### src/rtl/csm_pkg.sv
package csm_pkg;
    typedef enum logic [1:0] {
        ST_IDLE   = 2'd0,
        ST_REST   = 2'd1,
        ST_ACTIVE = 2'd2
    } csm_state_e;
endpackage

### src/rtl/csm_baud_tick.sv
module csm_baud_tick #(
    parameter int PRE_W     = 4,
    parameter int DIV_W     = 7,
    parameter bit FAST_DIV2 = 1'b1
) (
    input  logic             clk,
    input  logic             rst_n,
    input  logic             en,
    input  logic [PRE_W-1:0] pre_sel,
    input  logic [DIV_W-1:0] div_n,
    output logic             tick
);
    localparam int PCNT_W = (1 << PRE_W) - 1;

    logic [PCNT_W-1:0] pcnt;
    logic [PCNT_W-1:0] pmask;
    logic [DIV_W-1:0]  dcnt;
    logic [DIV_W-1:0]  div_eff;
    logic              pre_tick;

    assign pmask = ~({PCNT_W{1'b1}} << pre_sel);

    generate
        if (FAST_DIV2) begin : g_fast
            assign div_eff = div_n;
        end else begin : g_slow
            assign div_eff = (div_n == '0) ? DIV_W'(1) : div_n;
        end
    endgenerate

    assign pre_tick = (pcnt == pmask);
    assign tick     = en && pre_tick && (dcnt == div_eff);

    always_ff @(posedge clk or negedge rst_n) begin
        if (!rst_n) begin
            pcnt <= '0;
            dcnt <= '0;
        end else if (!en) begin
            pcnt <= '0;
            dcnt <= '0;
        end else begin
            pcnt <= pre_tick ? '0 : pcnt + 1'b1;
            if (tick)
                dcnt <= '0;
            else if (pre_tick)
                dcnt <= dcnt + 1'b1;
        end
    end

    // prescale counter never passes its configured terminal value
    p_prescale_bound_r1: assert property (@(posedge clk) disable iff (!rst_n)
        en |-> (pcnt <= pmask));

    // divider counter never passes its configured terminal value
    p_divider_bound_r1: assert property (@(posedge clk) disable iff (!rst_n)
        en |-> (dcnt <= div_eff));
endmodule

### src/rtl/csm_shifter.sv
module csm_shifter
    import csm_pkg::*;
#(
    parameter int MAX_W = 8
) (
    input  logic             clk,
    input  logic             rst_n,
    input  logic             tick,
    input  logic             have_word,
    input  logic [MAX_W-1:0] tx_word,
    input  logic             len_short,
    input  logic             lsb_first,
    input  logic             clk_inv,
    input  logic             early,
    input  logic             continuous,
    input  logic             si,
    output logic             sck,
    output logic             so,
    output logic             busy,
    output logic             load,
    output logic             word_end,
    output logic [MAX_W-1:0] rx_word
);
    localparam int CNT_W = $clog2(MAX_W);

    csm_state_e       state, state_n;
    logic [CNT_W-1:0] bitcnt;
    logic [CNT_W-1:0] last_idx;
    logic [MAX_W-1:0] txsh;
    logic [MAX_W-1:0] rxsh;
    logic             take_in;
    logic             advance;

    assign last_idx = len_short ? CNT_W'(MAX_W - 2) : CNT_W'(MAX_W - 1);

    function automatic logic [CNT_W-1:0] pos_of(input logic [CNT_W-1:0] k);
        return lsb_first ? k : CNT_W'(last_idx - k);
    endfunction

    // next-state and event decode
    always_comb begin
        state_n  = state;
        load     = 1'b0;
        take_in  = 1'b0;
        advance  = 1'b0;
        word_end = 1'b0;
        unique case (state)
            ST_IDLE: begin
                if (have_word) begin
                    load    = 1'b1;
                    state_n = early ? ST_REST : ST_ACTIVE;
                end
            end
            ST_ACTIVE: begin
                if (tick) begin
                    state_n = ST_REST;
                    if (!early)
                        take_in = 1'b1;
                    else if (bitcnt == last_idx)
                        word_end = 1'b1;
                    else
                        advance = 1'b1;
                end
            end
            ST_REST: begin
                if (tick) begin
                    state_n = ST_ACTIVE;
                    if (early)
                        take_in = 1'b1;
                    else if (bitcnt == last_idx)
                        word_end = 1'b1;
                    else
                        advance = 1'b1;
                end
            end
            default: state_n = ST_IDLE;
        endcase
        if (word_end) begin
            if (continuous && have_word) begin
                load    = 1'b1;
                state_n = early ? ST_REST : ST_ACTIVE;
            end else begin
                state_n = ST_IDLE;
            end
        end
    end

    // state register
    always_ff @(posedge clk or negedge rst_n) begin
        if (!rst_n)
            state <= ST_IDLE;
        else
            state <= state_n;
    end

    // datapath and serial output
    always_ff @(posedge clk or negedge rst_n) begin
        if (!rst_n) begin
            bitcnt <= '0;
            txsh   <= '0;
            rxsh   <= '0;
            so     <= 1'b0;
        end else if (load) begin
            bitcnt <= '0;
            txsh   <= tx_word;
            rxsh   <= '0;
            so     <= tx_word[lsb_first ? '0 : last_idx];
        end else begin
            if (advance) begin
                bitcnt <= bitcnt + 1'b1;
                so     <= txsh[pos_of(bitcnt + 1'b1)];
            end
            if (take_in)
                rxsh[pos_of(bitcnt)] <= si;
        end
    end

    assign busy    = (state != ST_IDLE);
    assign sck     = (state == ST_ACTIVE) ^ clk_inv;
    assign rx_word = rxsh;

    // data line holds its last bit while the channel stays idle
    p_so_hold_r2: assert property (@(posedge clk) disable iff (!rst_n)
        (state == ST_IDLE && $past(state) == ST_IDLE) |-> $stable(so));

    // a load always leaves the idle state on the next cycle
    p_load_starts_r4: assert property (@(posedge clk) disable iff (!rst_n)
        load |=> (state != ST_IDLE));
endmodule

### src/rtl/serial_master_chan.sv
module serial_master_chan
    import csm_pkg::*;
#(
    parameter int MAX_W     = 8,
    parameter int PRE_W     = 4,
    parameter int DIV_W     = 7,
    parameter bit FAST_DIV2 = 1'b1
) (
    input  logic             clk,
    input  logic             rst_n,
    input  logic             cfg_len7,
    input  logic             cfg_lsb_first,
    input  logic             cfg_clk_inv,
    input  logic             cfg_early,
    input  logic             cfg_continuous,
    input  logic [PRE_W-1:0] cfg_prescale,
    input  logic [DIV_W-1:0] cfg_divider,
    input  logic             tx_wr,
    input  logic [MAX_W-1:0] tx_wdata,
    output logic             tx_full,
    input  logic             rx_rd,
    output logic [MAX_W-1:0] rx_rdata,
    output logic             rx_valid,
    input  logic             ovr_clr,
    output logic             ovr_flag,
    output logic             busy,
    output logic             irq,
    output logic             sck,
    output logic             so,
    input  logic             si
);
    logic [MAX_W-1:0] tx_buf;
    logic [MAX_W-1:0] rx_word;
    logic             tick;
    logic             load;
    logic             word_end;

    csm_baud_tick #(
        .PRE_W    (PRE_W),
        .DIV_W    (DIV_W),
        .FAST_DIV2(FAST_DIV2)
    ) u_baud (
        .clk    (clk),
        .rst_n  (rst_n),
        .en     (busy),
        .pre_sel(cfg_prescale),
        .div_n  (cfg_divider),
        .tick   (tick)
    );

    csm_shifter #(
        .MAX_W(MAX_W)
    ) u_shift (
        .clk       (clk),
        .rst_n     (rst_n),
        .tick      (tick),
        .have_word (tx_full),
        .tx_word   (tx_buf),
        .len_short (cfg_len7),
        .lsb_first (cfg_lsb_first),
        .clk_inv   (cfg_clk_inv),
        .early     (cfg_early),
        .continuous(cfg_continuous),
        .si        (si),
        .sck       (sck),
        .so        (so),
        .busy      (busy),
        .load      (load),
        .word_end  (word_end),
        .rx_word   (rx_word)
    );

    // host buffers, error flag and interrupt
    always_ff @(posedge clk or negedge rst_n) begin
        if (!rst_n) begin
            tx_buf   <= '0;
            tx_full  <= 1'b0;
            rx_rdata <= '0;
            rx_valid <= 1'b0;
            ovr_flag <= 1'b0;
            irq      <= 1'b0;
        end else begin
            if (tx_wr && !tx_full) begin
                tx_buf  <= tx_wdata;
                tx_full <= 1'b1;
            end else if (load) begin
                tx_full <= 1'b0;
            end
            if (word_end) begin
                rx_rdata <= rx_word;
                rx_valid <= 1'b1;
            end else if (rx_rd) begin
                rx_valid <= 1'b0;
            end
            if (word_end && rx_valid && !rx_rd)
                ovr_flag <= 1'b1;
            else if (ovr_clr)
                ovr_flag <= 1'b0;
            irq <= cfg_continuous ? load : word_end;
        end
    end

    // a write into an occupied buffer leaves its contents alone
    p_txbuf_hold_r8: assert property (@(posedge clk) disable iff (!rst_n)
        (tx_full && tx_wr) |=> $stable(tx_buf));

    // interrupt is a single-cycle pulse
    p_irq_single_r6: assert property (@(posedge clk) disable iff (!rst_n)
        irq |=> !irq);

    // overrun flag persists until cleared
    p_ovr_sticky_r9: assert property (@(posedge clk) disable iff (!rst_n)
        (ovr_flag && !ovr_clr) |=> ovr_flag);

    // a finished word always leaves a valid received word
    p_rx_valid_end_r9: assert property (@(posedge clk) disable iff (!rst_n)
        word_end |=> rx_valid);
endmodule

### config.mk
export PLATFORM = sky130hd
export DESIGN_NAME = serial_master_chan
export DESIGN_NICKNAME = d
export VERILOG_FILES = /design/src/rtl/csm_pkg.sv /design/src/rtl/csm_baud_tick.sv /design/src/rtl/csm_shifter.sv /design/src/rtl/serial_master_chan.sv
export SDC_FILE = /design/constraint.sdc
export NUM_CORES = 1
export LEC_CHECK = 0
export BUFFER_PORTS_ARGS = -buffer_cell sky130_fd_sc_hd__buf_4
export CORE_ASPECT_RATIO = 2
export CORE_MARGIN = 2
export CORE_UTILIZATION = 45
export CTS_BUF_LIST = sky130_fd_sc_hd__clkbuf_4 sky130_fd_sc_hd__clkbuf_8
export DETAILED_ROUTE_END_ITERATION = 16
export HOLD_SLACK_MARGIN = 0.12
export SLEW_MARGIN = 20
export SYNTH_ARGS = -nofsm -noshare
export SYNTH_HDL_FRONTEND = slang
export SYNTH_SLANG_ARGS = --single-unit
### constraint.sdc
create_clock -name clk -period 3.37 [get_ports clk]
set_clock_uncertainty 0.15 [all_clocks]
set_input_delay 0.1685 -clock clk [delete_from_list [all_inputs] [get_ports clk]]
set_output_delay 0.1685 -clock clk [all_outputs]
set_load 0.05 [all_outputs]
==> flow_metrics.py <==
metrics = {
    "setup_path": {
        "critical_path_class": "flip-flop to flip-flop",
        "r2r_cells": 7,
        "start_kind": "flip-flop",
        "reg2reg_slack_ns": 0.46,
        "cp_max_fo": 15,
        "worst_setup_path_end_kind": "flip-flop",
        "regToRegStartpoint": "u_baud.pcnt[3]",
        "cp.arrival_ns": 2.99,
        "worstReg2RegEnd": "u_shift.txsh[7]",
        "cp.required_ns": 3.45,
    },
    "sta": {
        "setup_tns_ns": 0,
        "hold_slack_ns": 0.1472,
        "min_period_over_period_pct": 86.45,
        "finalHoldViolCount": 0,
        "maxSlewViolCount": 0,
        "setup_violations": 0,
        "tightest_slew_ns": 0.8279,
        "finalCriticalPeriod_ns": 2.913,
        "timing.fmax_ghz": 0.3433,
        "rsz0062_at_grt": "false",
        "relSlewSlack_pct": 44.69,
    },
    "synth": {
        "syn-cell-area_sq_mm": 0.003762,
        "synth_top_area_share_pct": 42.57,
        "yosysMostFrequentCell": "dfrtp_1",
        "seq_area_frac_synth_pct": 42.57,
        "yosys_warnings": 0,
        "synth-seq-cells": 64,
        "synth_async_sr_flop_share_pct": 100.0,
        "synth_ff_type": "dfrtp_1",
        "synth_fp_nets": 410,
        "synth_edf_count": 0,
        "syn_avg_cell_area_sq_um": 10.17,
        "yosysTopAreaCell": "dfrtp_1",
        "synth.distinct_cells": 62,
        "synth_area_leaders": "dfrtp_1, mux2_2, nor2_1",
        "synth_common_cells": "dfrtp_1, nor2_1, mux2_2",
        "syn_inst": 370,
    },
    "place": {
        "place.port_buffers": 44,
        "gp_congestion": 0.7765,
        "hpwlAfterDp_mm": 6.572,
    },
    "die": {
        "coreArea_sq_mm": 0.008174,
        "start_util_pct": 46.03,
        "dieArea_sq_mm": 0.009152,
        "num_rows": 47,
        "pin_count": 45,
        "die_height_um": 133.3,
        "die_w_um": 68.66,
    },
    "pwr": {
        "p_int_mw": 1.781,
        "switchingPower_uw": 960.0,
        "clkPwrFrac_pct": 27.7,
        "combPwrFrac_pct": 33.7,
        "swShare_pct": 35.03,
        "ir_drop_uv": 458.5,
        "seqPwrFrac_pct": 38.6,
        "p_per_area_mw_per_mm2": 605.1,
        "p_leak_nw": 2.008,
    },
    "worst_hold_path": {
        "hold_class": "primary input to flip-flop",
        "hold_depth": 5,
        "min-delay-start": "cfg_len7",
        "min_to": "u_shift.so",
    },
    "drt": {
        "postRouteAntennaNets": 0,
        "avgRoutedWirePerCell_um": 16.71,
        "vias": 3007,
        "drtPass1Iterations": 4,
        "wl_mm": 8.854,
        "viasPerCell": 5.674,
        "drtIter0Drc": 122,
        "drcViolationCount": 0,
    },
    "clock_tree": {
        "cts_buffer_depth": 2,
        "cts_root_buffer": "clkbuf_8",
        "cts_tree": "yes",
        "postCtsSetupBuffers": 0,
        "cts_resized": 0,
        "htreeDepth": 3,
        "clock-sinks": 64,
        "clk_pin_slew_ns": 0.07,
        "numCtsBuffers": 9,
        "clk_latency_ns": 0.34,
    },
    "flow_run": {
        "drv_cap": 0,
    },
    "grt": {
        "grt_start_max_net_pins": 65,
        "grt_pass1_wl_mm": 14.46,
        "grtUsageTotal_pct": 21.23,
        "grt_pass1_vias": 3042,
        "antenna_found_initial": 0,
        "overflow": 0,
    },
    "cells_and_area": {
        "antenna_cells": 0,
        "drive_gt1_share_pct": 23.84,
        "utilization_pct": 55.41,
        "fin_nets": 467,
        "area_growth_pct": 20.39,
    },
    "run_status": {
        "status": "completed",
    },
}
cell type report:
| class | count | area, sq um |
|---|---|---|
| fillers | 765 | 3645 |
| multi-input cells | 275 | 2002 |
| flip-flops and latches | 64 | 1602 |
| repair buffers | 65 | 528.0 |
| clock buffers | 11 | 151.4 |
| well taps | 98 | 122.6 |
| clock inverters | 5 | 78.83 |
| inverters | 12 | 45.04 |
flip-flops by register name, summed over array words and instances (netlist names):
name	cells
irq	1
ovr_flag	1
rx_rdata	8
rx_valid	1
tx_buf	8
tx_full	1
u_baud.dcnt	7
u_baud.pcnt	15
u_shift.bitcnt	3
u_shift.rx_word	8
u_shift.so	1
u_shift.state	2
u_shift.txsh	8
critical path, stage by stage (launching register included):
cell	delay, ns
dfrtp_1	0.42
or3_1	0.31
o21ai_0	0.16
o311ai_1	0.15
and4bb_1	0.42
nand3_4	0.24
o21ai_2	0.54
mux2_2	0.40
per-stage QoR:
| step | cells | total power, mW | instance area (sq um) | setup slack [ns] |
|---|---|---|---|---|
| floorplan | 370 | 1.714 | 3762 | 0.9287 |
| global placement | 498 | 1.972 | 4139 | 0.5264 |
| detailed placement | 498 | 1.987 | 4139 | 0.4372 |
| CTS | 530 | 2.765 | 4529 | 0.4418 |
| global route | 530 | 2.902 | 4529 | 0.2507 |
| finish | 530 | 2.741 | 4529 | 0.4567 |
power by group through the flow:
stage | logic, mW | clock network, mW | registers (mW)
after floorplan | 0.636 | 0 | 1.08
after global placement | 0.903 | 0 | 1.07
after detailed placement | 0.914 | 0 | 1.07
after CTS | 0.932 | 0.775 | 1.06
after global routing | 1.01 | 0.811 | 1.08
final | 0.922 | 0.760 | 1.06
cells by family after synthesis:
| logic type | synth area share, % |
|---|---|
| AOI/OAI and AO/OA | 13.30 |
| xor gates and xnor gates | 7.216 |
| adders and majority gates | 3.326 |
| buffers and inverters | 4.223 |
| DFF | 42.57 |
| muxes | 11.21 |
| and+or+nand+nor | 18.16 |
layer usage:
layer  global-route usage, %  vias up  routed length (um)
met1                   21.40     1480                3192
met4                   9.889        0                 340
li1                        -     1461                   -
met3                   3.801       22                 197
met2                   39.37       44                5125
met5                       0        -                   0
cell usage in the layout, fill, tap and decap left out, drive strengths merged, types with 5 or more instances in the layout:
cell type / count
nand3: 21
nor3: 5
xnor2: 18
mux2i: 14
o2bb2ai: 6
and3: 9
nor2: 43
nand4: 9
xor2: 13
a21oi: 13
o21ai: 13
a31oi: 5
o31ai: 8
nor2b: 6
inv: 12
nand2: 12
ha: 10
mux2: 25
dfrtp: 64
dlygate4sd3: 16
buf: 49
clkbuf: 11
repair_timing:
action	4_1_cts	5_1_grt
hold endpoints to repair	87	0
setup endpoints to repair	0	0
hold buffers	16	0
worst max-delay path by stage:
stage                     startpoint         endpoint  slack [ns]  depth (start not counted)
global placement    u_shift.state[0]  u_shift.txsh[6]        0.53                          7
detailed placement    u_baud.pcnt[9]  u_shift.txsh[7]        0.44                          6
finish                u_baud.pcnt[3]  u_shift.txsh[7]        0.46                          7
CTS                   u_baud.pcnt[9]  u_shift.txsh[7]        0.44                          6
global route          u_baud.pcnt[0]  u_shift.txsh[0]        0.25                          7
floorplan             u_baud.pcnt[9]  u_shift.txsh[0]        0.93                          8
No activity file was read; power rests on OpenSTA's default activity.
